--- src/rtl/link_probe_seq.sv ---
module link_probe_seq #(
  parameter int PORT_W   = 4,
  parameter int DEV_W    = 5,
  parameter int REG_W    = 5,
  parameter int DATA_W   = 16,
  parameter int DEV_BASE = 16,
  parameter int MAX_POLL = 100
) (
  input  logic              clk,
  input  logic              rst,
  input  logic              start,
  input  logic [PORT_W-1:0] port,
  output logic              busy,
  output logic              done,
  output logic              full_duplex,
  output logic [1:0]        speed,
  output logic              err,
  output logic              acc_req,
  output logic              acc_wr,
  output logic [DEV_W-1:0]  acc_dev,
  output logic [REG_W-1:0]  acc_reg,
  output logic [DATA_W-1:0] acc_wdata,
  input  logic              acc_ack,
  input  logic              acc_err,
  input  logic [DATA_W-1:0] acc_rdata
);
  localparam int CNT_W = (MAX_POLL > 1) ? $clog2(MAX_POLL) : 1;
  localparam int LINK_B = 11;
  localparam int DUP_B  = 10;
  localparam int SPD_LO = 8;
  localparam logic [DATA_W-1:0] OVR_MASK = DATA_W'(16'h0030);
  localparam logic [REG_W-1:0] REG_STAT = '0;
  localparam logic [REG_W-1:0] REG_PCTL = REG_W'(1);

  typedef enum logic [2:0] {IDLE, RD_ST, RD_PC, WR_PC, POLL, UN_RD, UN_WR, FIN} st_t;

  st_t               state;
  logic [PORT_W-1:0] port_q;
  logic [DATA_W-1:0] pc_q;
  logic [CNT_W-1:0]  cnt;

  wire link_seen = acc_rdata[LINK_B];
  wire [1:0] spd_raw = acc_rdata[SPD_LO+1:SPD_LO];
  wire [1:0] spd_dec = (spd_raw == 2'd3) ? 2'd0 : spd_raw;

  assign busy      = state != IDLE;
  assign done      = state == FIN;
  assign acc_req   = state inside {RD_ST, RD_PC, WR_PC, POLL, UN_RD, UN_WR};
  assign acc_wr    = state inside {WR_PC, UN_WR};
  assign acc_reg   = (state inside {RD_ST, POLL}) ? REG_STAT : REG_PCTL;
  assign acc_dev   = DEV_W'(DEV_BASE) + DEV_W'(port_q);
  assign acc_wdata = (state == WR_PC) ? (pc_q | OVR_MASK) : (pc_q & ~OVR_MASK);

  always_ff @(posedge clk) begin
    if (rst) begin
      state       <= IDLE;
      port_q      <= '0;
      pc_q        <= '0;
      cnt         <= '0;
      err         <= 1'b0;
      full_duplex <= 1'b0;
      speed       <= 2'd0;
    end else begin
      case (state)
        IDLE: if (start) begin
          port_q      <= port;
          err         <= 1'b0;
          full_duplex <= 1'b0;
          speed       <= 2'd0;
          cnt         <= '0;
          state       <= RD_ST;
        end
        RD_ST: if (acc_ack) begin
          if (acc_err) begin
            err   <= 1'b1;
            state <= FIN;
          end else if (link_seen) begin
            full_duplex <= acc_rdata[DUP_B];
            speed       <= spd_dec;
            state       <= FIN;
          end else begin
            state <= RD_PC;
          end
        end
        RD_PC: if (acc_ack) begin
          if (acc_err) begin
            err   <= 1'b1;
            state <= FIN;
          end else begin
            pc_q  <= acc_rdata;
            state <= WR_PC;
          end
        end
        WR_PC: if (acc_ack) begin
          cnt <= '0;
          if (acc_err) begin
            err   <= 1'b1;
            state <= UN_RD;
          end else begin
            state <= POLL;
          end
        end
        POLL: if (acc_ack) begin
          if (acc_err) begin
            err   <= 1'b1;
            state <= UN_RD;
          end else if (link_seen) begin
            full_duplex <= acc_rdata[DUP_B];
            speed       <= spd_dec;
            state       <= UN_RD;
          end else if (cnt == CNT_W'(MAX_POLL - 1)) begin
            err   <= 1'b1;
            state <= UN_RD;
          end else begin
            cnt <= cnt + 1'b1;
          end
        end
        UN_RD: if (acc_ack) begin
          if (acc_err) begin
            err   <= 1'b1;
            state <= FIN;
          end else begin
            pc_q  <= acc_rdata;
            state <= UN_WR;
          end
        end
        UN_WR: if (acc_ack) begin
          if (acc_err) err <= 1'b1;
          state <= FIN;
        end
        default: state <= IDLE;
      endcase
    end
  end
endmodule

--- config.mk ---
export PLATFORM = sky130hd
export DESIGN_NAME = link_probe_seq
export DESIGN_NICKNAME = d
export VERILOG_FILES = /design/src/rtl/link_probe_seq.sv
export SDC_FILE = /design/constraint.sdc
export NUM_CORES = 1
export LEC_CHECK = 0
export CAP_MARGIN = 20
export CORE_ASPECT_RATIO = 0.6
export CORE_MARGIN = 2
export CORE_UTILIZATION = 35
export DETAILED_ROUTE_END_ITERATION = 8
export PLACE_DENSITY = 0.75
export RECOVER_POWER = 50
export SETUP_SLACK_MARGIN = 0.02
export SLEW_MARGIN = 40
export SYNTH_ARGS = -nofsm -noshare
export SYNTH_HDL_FRONTEND = slang
export SYNTH_SLANG_ARGS = --single-unit
--- constraint.sdc ---
create_clock -name clk -period 2.7 [get_ports clk]
set_input_delay 0.54 -clock clk [delete_from_list [all_inputs] [get_ports clk]]
set_output_delay 0.54 -clock clk [all_outputs]
set_load 0.1 [all_outputs]
; ---- Word-level counts from Yosys, hierarchy flattened
; Index checks and enable logic that the tools add are counted.
[classes]
addsub = 2
multipliers = 0
n_div = 0
magnitude_cmp = 0
eq_ne = 27
n_shift = 0
n_mux = 43
bitwise = 1
reduce_logical = 17
[op_table]
columns = operator, count
row1 = two-way mux 7 bit, 6
row2 = two-way mux 3 bit, 13
row3 = != test 2 bit (second input constant), 11
row4 = one-hot mux 3 bit (7 select lines), 1
row5 = one-hot mux 7 bit (3 select lines), 1
row6 = AND reduction 7 bit, 2
row7 = two-way mux 1 bit, 13
row8 = equality test 3 bit (second input constant), 4
row9 = two-way mux 2 bit, 5
row10 = nonzero test 3 bit, 3
row11 = != test 2 x 1 -> 1 bit (second input constant), 4
row12 = AND reduction 8 bit, 1
row13 = adder 7 x 1 -> 7 bit (second input constant), 1
row14 = equality test 7 bit (second input constant), 1
row15 = equality test 3 x 2 -> 1 bit (second input constant), 2
row16 = two-way mux 6 bit, 1
row17 = nonzero test 2 bit, 3
row18 = nonzero test 6 bit, 1
row19 = adder 5 x 4 -> 5 bit (first input constant), 1
row20 = AND reduction 5 bit, 1
row21 = OR reduction 5 bit, 1
row22 = != test 4 x 3 -> 1 bit (second input constant), 1
row23 = one-hot mux 2 bit (2 select lines), 1
row24 = OR reduction 2 bit, 2
row25 = 10 further kinds, 10
[word_totals]
register_bits = 34
latch_bits = 0
ramBits = 0
mem_bits_ro = 0
inputBits = 25
n_memories = 0

; ---- Depth between registers and ports, before layout
; Gate-level depths: netlist of run 1.
[logic_depth]
word_depth = 6
depth_mapped = 7
depth_no_buf = 5

; ---- Least setup slack after synthesis of run 1
; OpenSTA, ideal clock, no wires.
[synth_path]
path_type = register to output
startpoint = register state[1]
endpoint = output port acc_req
arrival_ps = 3185
required_ps = 2160
slack_ps = -1025
path_stages_with_launch = 6
cell_sequence = dfxtp_1 -> buf_4 -> clkbuf_1 -> nand2_1 -> nor2_1 -> a21oi_1
[synth_between]
elab_chain_len = 2
[synth_rtl]
columns = element, line
row1 = start: declaration, 37  ; st_t state;
row2 = start signal: assignment, 56  ; state <= IDLE;
row3 = start signal: assignment, 71  ; state <= RD_ST;
row4 = start signal: assignment, 76  ; state <= FIN;
row5 = "equality test 3 x 1 -> 1 bit, or another cell as far along", 48  ; assign acc_req = state inside {RD_ST, RD_PC, WR_PC, POLL, UN_RD, UN_WR};
row6 = nonzero test 6 bit *, 48
row7 = end: declaration, 18  ; output logic acc_req,
; Mark *: on every way between the ends. The rest lies on a longest branch, timed or not.

; ---- Worst setup path in the final report of run 1
[layout_path]
startpoint = register state[0]
endpoint = output port acc_req
; Same word-level chain as after synthesis.

==> flow_metrics.env, run 1 <==
export IMPL_status="finished, final reports clean"
export IMPL_start_kind="flop"
export IMPL_cts_htree_levels=2
export IMPL_place_hpwl_um=2923
export IMPL_cp_top_family="flip-flops"
export IMPL_drt_pass1_iterations=4
export IMPL_grt_max_degree=19
export IMPL_yosys_top_cells_area="dfxtp_1 (39%), mux2i_1 (10%), nor2_1 (5.9%)"
export IMPL_io_buffers=51
export IMPL_synth_edf_count=0
export IMPL_cpMaxStageDelayCell="dfxtp_1"
export IMPL_antenna_found_initial=0
export IMPL_grt_first_pass_wirelength_um=6624
export IMPL_async_flop_share_pct=0
export IMPL_finalPower_uw=2361
export IMPL_synth_common_cells="dfxtp_1 (32), nor2_1 (26), nand2_1 (18)"
export IMPL_remaining_drc_errors=0
export IMPL_crit_fanout=18
export IMPL_layout_drive_gt1_share_pct=12.34
export IMPL_register_area_um2=640.6
export IMPL_skew_ps=8.909
export IMPL_worstSetupPathType="flop to output port"
export IMPL_cap_viol_max_count=0
export IMPL_drv_slew=0
export IMPL_yosys_warnings=0
export IMPL_grt_overflow_total=0
export IMPL_vias=1509
export IMPL_chipWidth_um=92.92
export IMPL_syn_avg_cell_area_um2=8.927
export IMPL_clock_sinks=32
export IMPL_syn_area_um2=1660
export IMPL_numCtsBuffers=5
export IMPL_antennaDiodeCount=0
export IMPL_tightest_slew_ps=1182
export IMPL_synth_flop_cell="dfxtp_1"
export IMPL_synth_seq_cells=32
export IMPL_ys_seq_area_share_pct=38.58
export IMPL_start_util_pct=36.38
export IMPL_area_growth_syn_to_layout_pct=33.38
export IMPL_grt_use_total_pct=15.90
export IMPL_finalCritPeriodShare_pct=86.99
export IMPL_multiInputGateArea_um2=917.1
export IMPL_synth_top_area_share_pct=38.58
export IMPL_fin_crit_ps=2349
export IMPL_core_area_um2=4564
export IMPL_dr_first_iter_drc_count=122
export IMPL_die_h_um=57.35
export IMPL_cts_max_path_buffers=2
export IMPL_cts_resized=0
export IMPL_cts_tree="built"
export IMPL_synth_cells=186
export IMPL_setup_viol=0
export IMPL_cts_hold_buf=0
export IMPL_wire_per_inst_um=13.45
export IMPL_tns_ps=0
export IMPL_rsz0062_at_grt="no"
export IMPL_fmax_mhz=425.8
export IMPL_peakVddDrop_uv=471.6
export IMPL_grt_pass1_vias=1415
export IMPL_synth_most_common_cell="dfxtp_1"
export IMPL_min_path_type="flop to flop"
export IMPL_path_buf_inv=1
export IMPL_root_buffer="clkbuf_8"
export IMPL_slew_headroom_pct=21.52
export IMPL_synth_distinct_cells=47
export IMPL_p_leak_uw=0.0007846
export IMPL_finalHoldViolations=0
export IMPL_crit_required_ps=2160
export IMPL_reg2reg_slack_ps=590
export IMPL_endpoint_kind="output port"
export IMPL_clk_latency_ps=280
export IMPL_nets=261
export IMPL_wl_um=4009
export IMPL_slowest_delay_ps=770
export IMPL_fp_dieArea_um2=5329
export IMPL_fill_cells=460
export IMPL_ant_nets=0
export IMPL_path_cells="nand2_1 -> nor2_4 -> a21oi_2 -> buf_12"
export IMPL_vias_per_cell=5.064
export IMPL_post_cts_buffers=0
export IMPL_rows=19
export IMPL_io_pins=59
export IMPL_p_per_area_nw_per_um2=1066
export IMPL_synth_top_area_cell="dfxtp_1"
export IMPL_cp_arrival_ps=1810
export IMPL_cts_clk_slew_worst_paths_ps=70
export IMPL_gp_congestion=0.8580
==> layout make-up <==
cell class	instances	share of cell area (%)
clock buffer	5	3.107
clock inverter	2	0.5650
inverter	6	1.017
multi-input combinational	134	41.41
sequential	32	28.93
tap	63	3.559
timing repair buffer	56	21.41
==> cells by family (layout without fill, tap and decap cells) <==
| family | count (synthesis) | after routing | share of synthesized area [%] |
|---|---|---|---|
| buffers and inverters | 23 | 69 | 7.460 |
| adder cells (fa/ha/maj) | 1 | 1 | 0.7535 |
| multiplexers | 17 | 17 | 10.25 |
| AND/OR/NAND/NOR | 72 | 72 | 23.81 |
| XOR/XNOR | 1 | 1 | 0.5276 |
| flip-flops | 32 | 32 | 38.58 |
| AO/OA/AOI/OAI | 38 | 38 | 18.16 |
| other | 2 | 5 | 0.4523 |
==> power breakdown <==
part | switching [uW] | leakage [uW] | internal [uW]
combinational | 960 | 0.000485 | 430
clock | 167 | 0.0000400 | 174
sequential | 104 | 0.000259 | 525
==> placed cells by master, fill, tap and decap left out, types with 3 or more instances in the layout <==
cell type        synthesis  layout
clkbuf_8                 0       5
a41oi_1                  3       3
nor2_1                  26      24
clkbuf_1                 5      23
nand3_1                  4       4
a311oi_1                 7       7
a21oi_1                 11      10
mux2i_1                 17      17
dfxtp_1                 32      32
buf_4                    7       3
inv_1                    6       6
buf_12                   0       7
conb_1                   2       5
clkdlybuf4s50_1          0      20
nand2_1                 18      18
nand2b_1                 4       4
==> through the flow <==
| stage | setup slack [ps] | util, % | instance area (um^2) | hold slack [ps] | cells |
|---|---|---|---|---|---|
| 6_report | 351.3 | 48.52 | 2215 | 453.5 | 298 |
| 5_1_grt | 259.5 | 48.52 | 2215 | 481.1 | 298 |
| 4_1_cts | 334.6 | 50.66 | 2312 | 454.7 | 298 |
| 3_5_place_dp | 411.7 | 48.88 | 2231 | 446.6 | 291 |
| 3_3_place_gp | 450.9 | 48.88 | 2231 | 442.6 | 291 |
| 2_1_floorplan | 203.7 | - | 1690 | 450.5 | 189 |
==> path summary, 6_finish.rpt <==
check | start | depth (start not counted) | endpoint
worst max-delay path | state[0] | 4 | acc_req
worst min-delay path | port_q[3] | 2 | port_q[3]
worst max register to register | state[2] | 4 | cnt[6]
worst min register to register | port_q[3] | 2 | port_q[3]
==> sequential cells by signal, summed over array words and instances (netlist names) <==
name	flops
cnt	7
err	1
full_duplex	1
pc_q	14
port_q	4
speed	2
state	3
==> worst register-to-register path: stages, from the launching register on <==
cell      delay [ps]
dfxtp_1          720
nor3b_4          530
o211a_1          370
a41oi_1          160
a311oi_1         250
==> routing by layer <==
layer  routed length (um)  part of all wire, %  vias up  GRT usage, %
met3                  353                  8.8        4         5.020
met2                 1640                   41       66         23.50
met5                    0                    0        -             0
met4                   40                  1.0        0         5.672
li1                     -                    -      748             -
met1                 1976                   49      691         22.04
No activity file was read; power rests on OpenSTA's default activity.
==> inputs of run 2 (changes only) <==
Settings changed: PLACE_DENSITY 0.75 to 0.7.
==> flow_metrics.env, run 2 (synthesis results as in run 1) <==
export IMPL_numCtsBuffers=5
export IMPL_vias_per_cell=4.963
export IMPL_clk_latency_ps=280
export IMPL_status="finished, final reports clean"
export IMPL_fin_crit_ps=2397
export IMPL_min_path_type="flop to flop"
export IMPL_path_cells="xnor2_1 -> or2_2 -> buf_12"
export IMPL_cts_clk_slew_worst_paths_ps=70
export IMPL_grt_pass1_vias=1351
export IMPL_post_cts_buffers=0
export IMPL_p_leak_uw=0.0007940
export IMPL_crit_fanout=15
export IMPL_drt_pass1_iterations=4
export IMPL_nets=260
export IMPL_io_pins=59
export IMPL_layout_drive_gt1_share_pct=11.97
export IMPL_finalCritPeriodShare_pct=88.76
export IMPL_peakVddDrop_uv=353.9
export IMPL_timing_hold_ws_ps=457.5
export IMPL_start_kind="flop"
export IMPL_rows=19
export IMPL_cp_arrival_ps=1860
export IMPL_slew_headroom_pct=21.52
export IMPL_tns_ps=0
export IMPL_chipWidth_um=92.92
export IMPL_antenna_found_initial=0
export IMPL_wl_um=3739
export IMPL_reg_top3="pc_q x14, cnt x7, port_q x4"
export IMPL_grt_use_total_pct=14.99
export IMPL_remaining_drc_errors=0
export IMPL_vias=1474
export IMPL_endpoint_kind="output port"
export IMPL_final_cell_mix="dfxtp_1 (32), nor2_1 (24), clkbuf_1 (22)"
export IMPL_grt_max_degree=21
export IMPL_gp_congestion=0.8031
export IMPL_combPwrFrac_pct=58.1
export IMPL_pre_cts_slack_ps=383.0
export IMPL_cts_htree_levels=2
export IMPL_slowest_delay_ps=690
export IMPL_cpMaxStageDelayCell="dfxtp_1"
export IMPL_ant_nets=0
export IMPL_start_util_pct=36.38
export IMPL_largest_register_ffs=14
export IMPL_core_area_um2=4564
export IMPL_wire_per_inst_um=12.59
export IMPL_fp_dieArea_um2=5329
export IMPL_grt_first_pass_wirelength_um=6341
export IMPL_rsz0062_at_grt="no"
export IMPL_fin_ws_ps=303.5
export IMPL_setup_viol=0
export IMPL_top_register="pc_q"
export IMPL_seq_power_share_pct=25.4
export IMPL_final_common_cell="dfxtp_1"
export IMPL_cts_max_path_buffers=2
export IMPL_finalPower_uw=2365
export IMPL_fmax_mhz=417.3
export IMPL_tightest_slew_ps=1182
export IMPL_cts_hold_buf=0
export IMPL_cap_viol_max_count=0
export IMPL_cts_tree="built"
export IMPL_antennaDiodeCount=0
export IMPL_root_buffer="clkbuf_8"
export IMPL_grt_overflow_total=0
export IMPL_place_hpwl_um=2789
export IMPL_power_switching_uw=1201
export IMPL_drv_slew=0
export IMPL_clockPowerShare_pct=16.5
export IMPL_skew_ps=6.452
export IMPL_clock_sinks=32
export IMPL_worstSetupPathType="flop to output port"
export IMPL_dr_first_iter_drc_count=79
export IMPL_area_growth_syn_to_layout_pct=33.61
export IMPL_fin_util_pct=48.60
export IMPL_swShare_pct=50.80
export IMPL_crit_required_ps=2160
export IMPL_p_per_area_nw_per_um2=1066
export IMPL_die_h_um=57.35
export IMPL_finalHoldViolations=0
export IMPL_intPower_uw=1164
export IMPL_io_buffers=51
export IMPL_cts_resized=0
run 2: final timing paths:
kind / start / to / slack, ps / cells after the start
setup / recovery: state[2] / acc_reg[0] / 300 / 3
hold / removal: port_q[0] / port_q[0] / 460 / 2
setup reg to reg: state[2] / cnt[2] / 450 / 4
hold reg to reg: port_q[0] / port_q[0] / 460 / 2
run 2: through the flow:
step | std cells | cell area (um^2)
after floorplan | 189 | 1690
after global placement | 290 | 2223
after detailed placement | 290 | 2223
after CTS | 297 | 2320
after global routing | 297 | 2218
final | 297 | 2218
run 2: per-layer routing:
layer	track usage [%]	wire length, um
met1	21.13	1870
met2	22.36	1579
met3	4.491	256
met4	4.412	33
met5	0	0
run 2: worst max-delay path: cells and delay by family, from the launching register on:
kind,cells,cell delay [ps]
simple gates,1,380
flops,1,690
buf+inv,1,170
xor+xnor,1,330
run 2: area by class of cell:
type | count | area (um^2)
flip-flops and latches | 32 | 640.6
inverters | 6 | 22.52
clock buffers | 7 | 96.34
fillers | 479 | 2346
repair buffers | 55 | 473.0
well taps | 63 | 78.83
multi-input cells | 134 | 907.1
run 2: power groups by stage:
stage	Sequential [uW]	Clock, uW	Combinational, uW
floorplan	810	0	860
global placement	616	0	1420
detailed placement	619	0	1430
CTS	610	404	1430
global route	614	428	1450
finish	602	390	1370
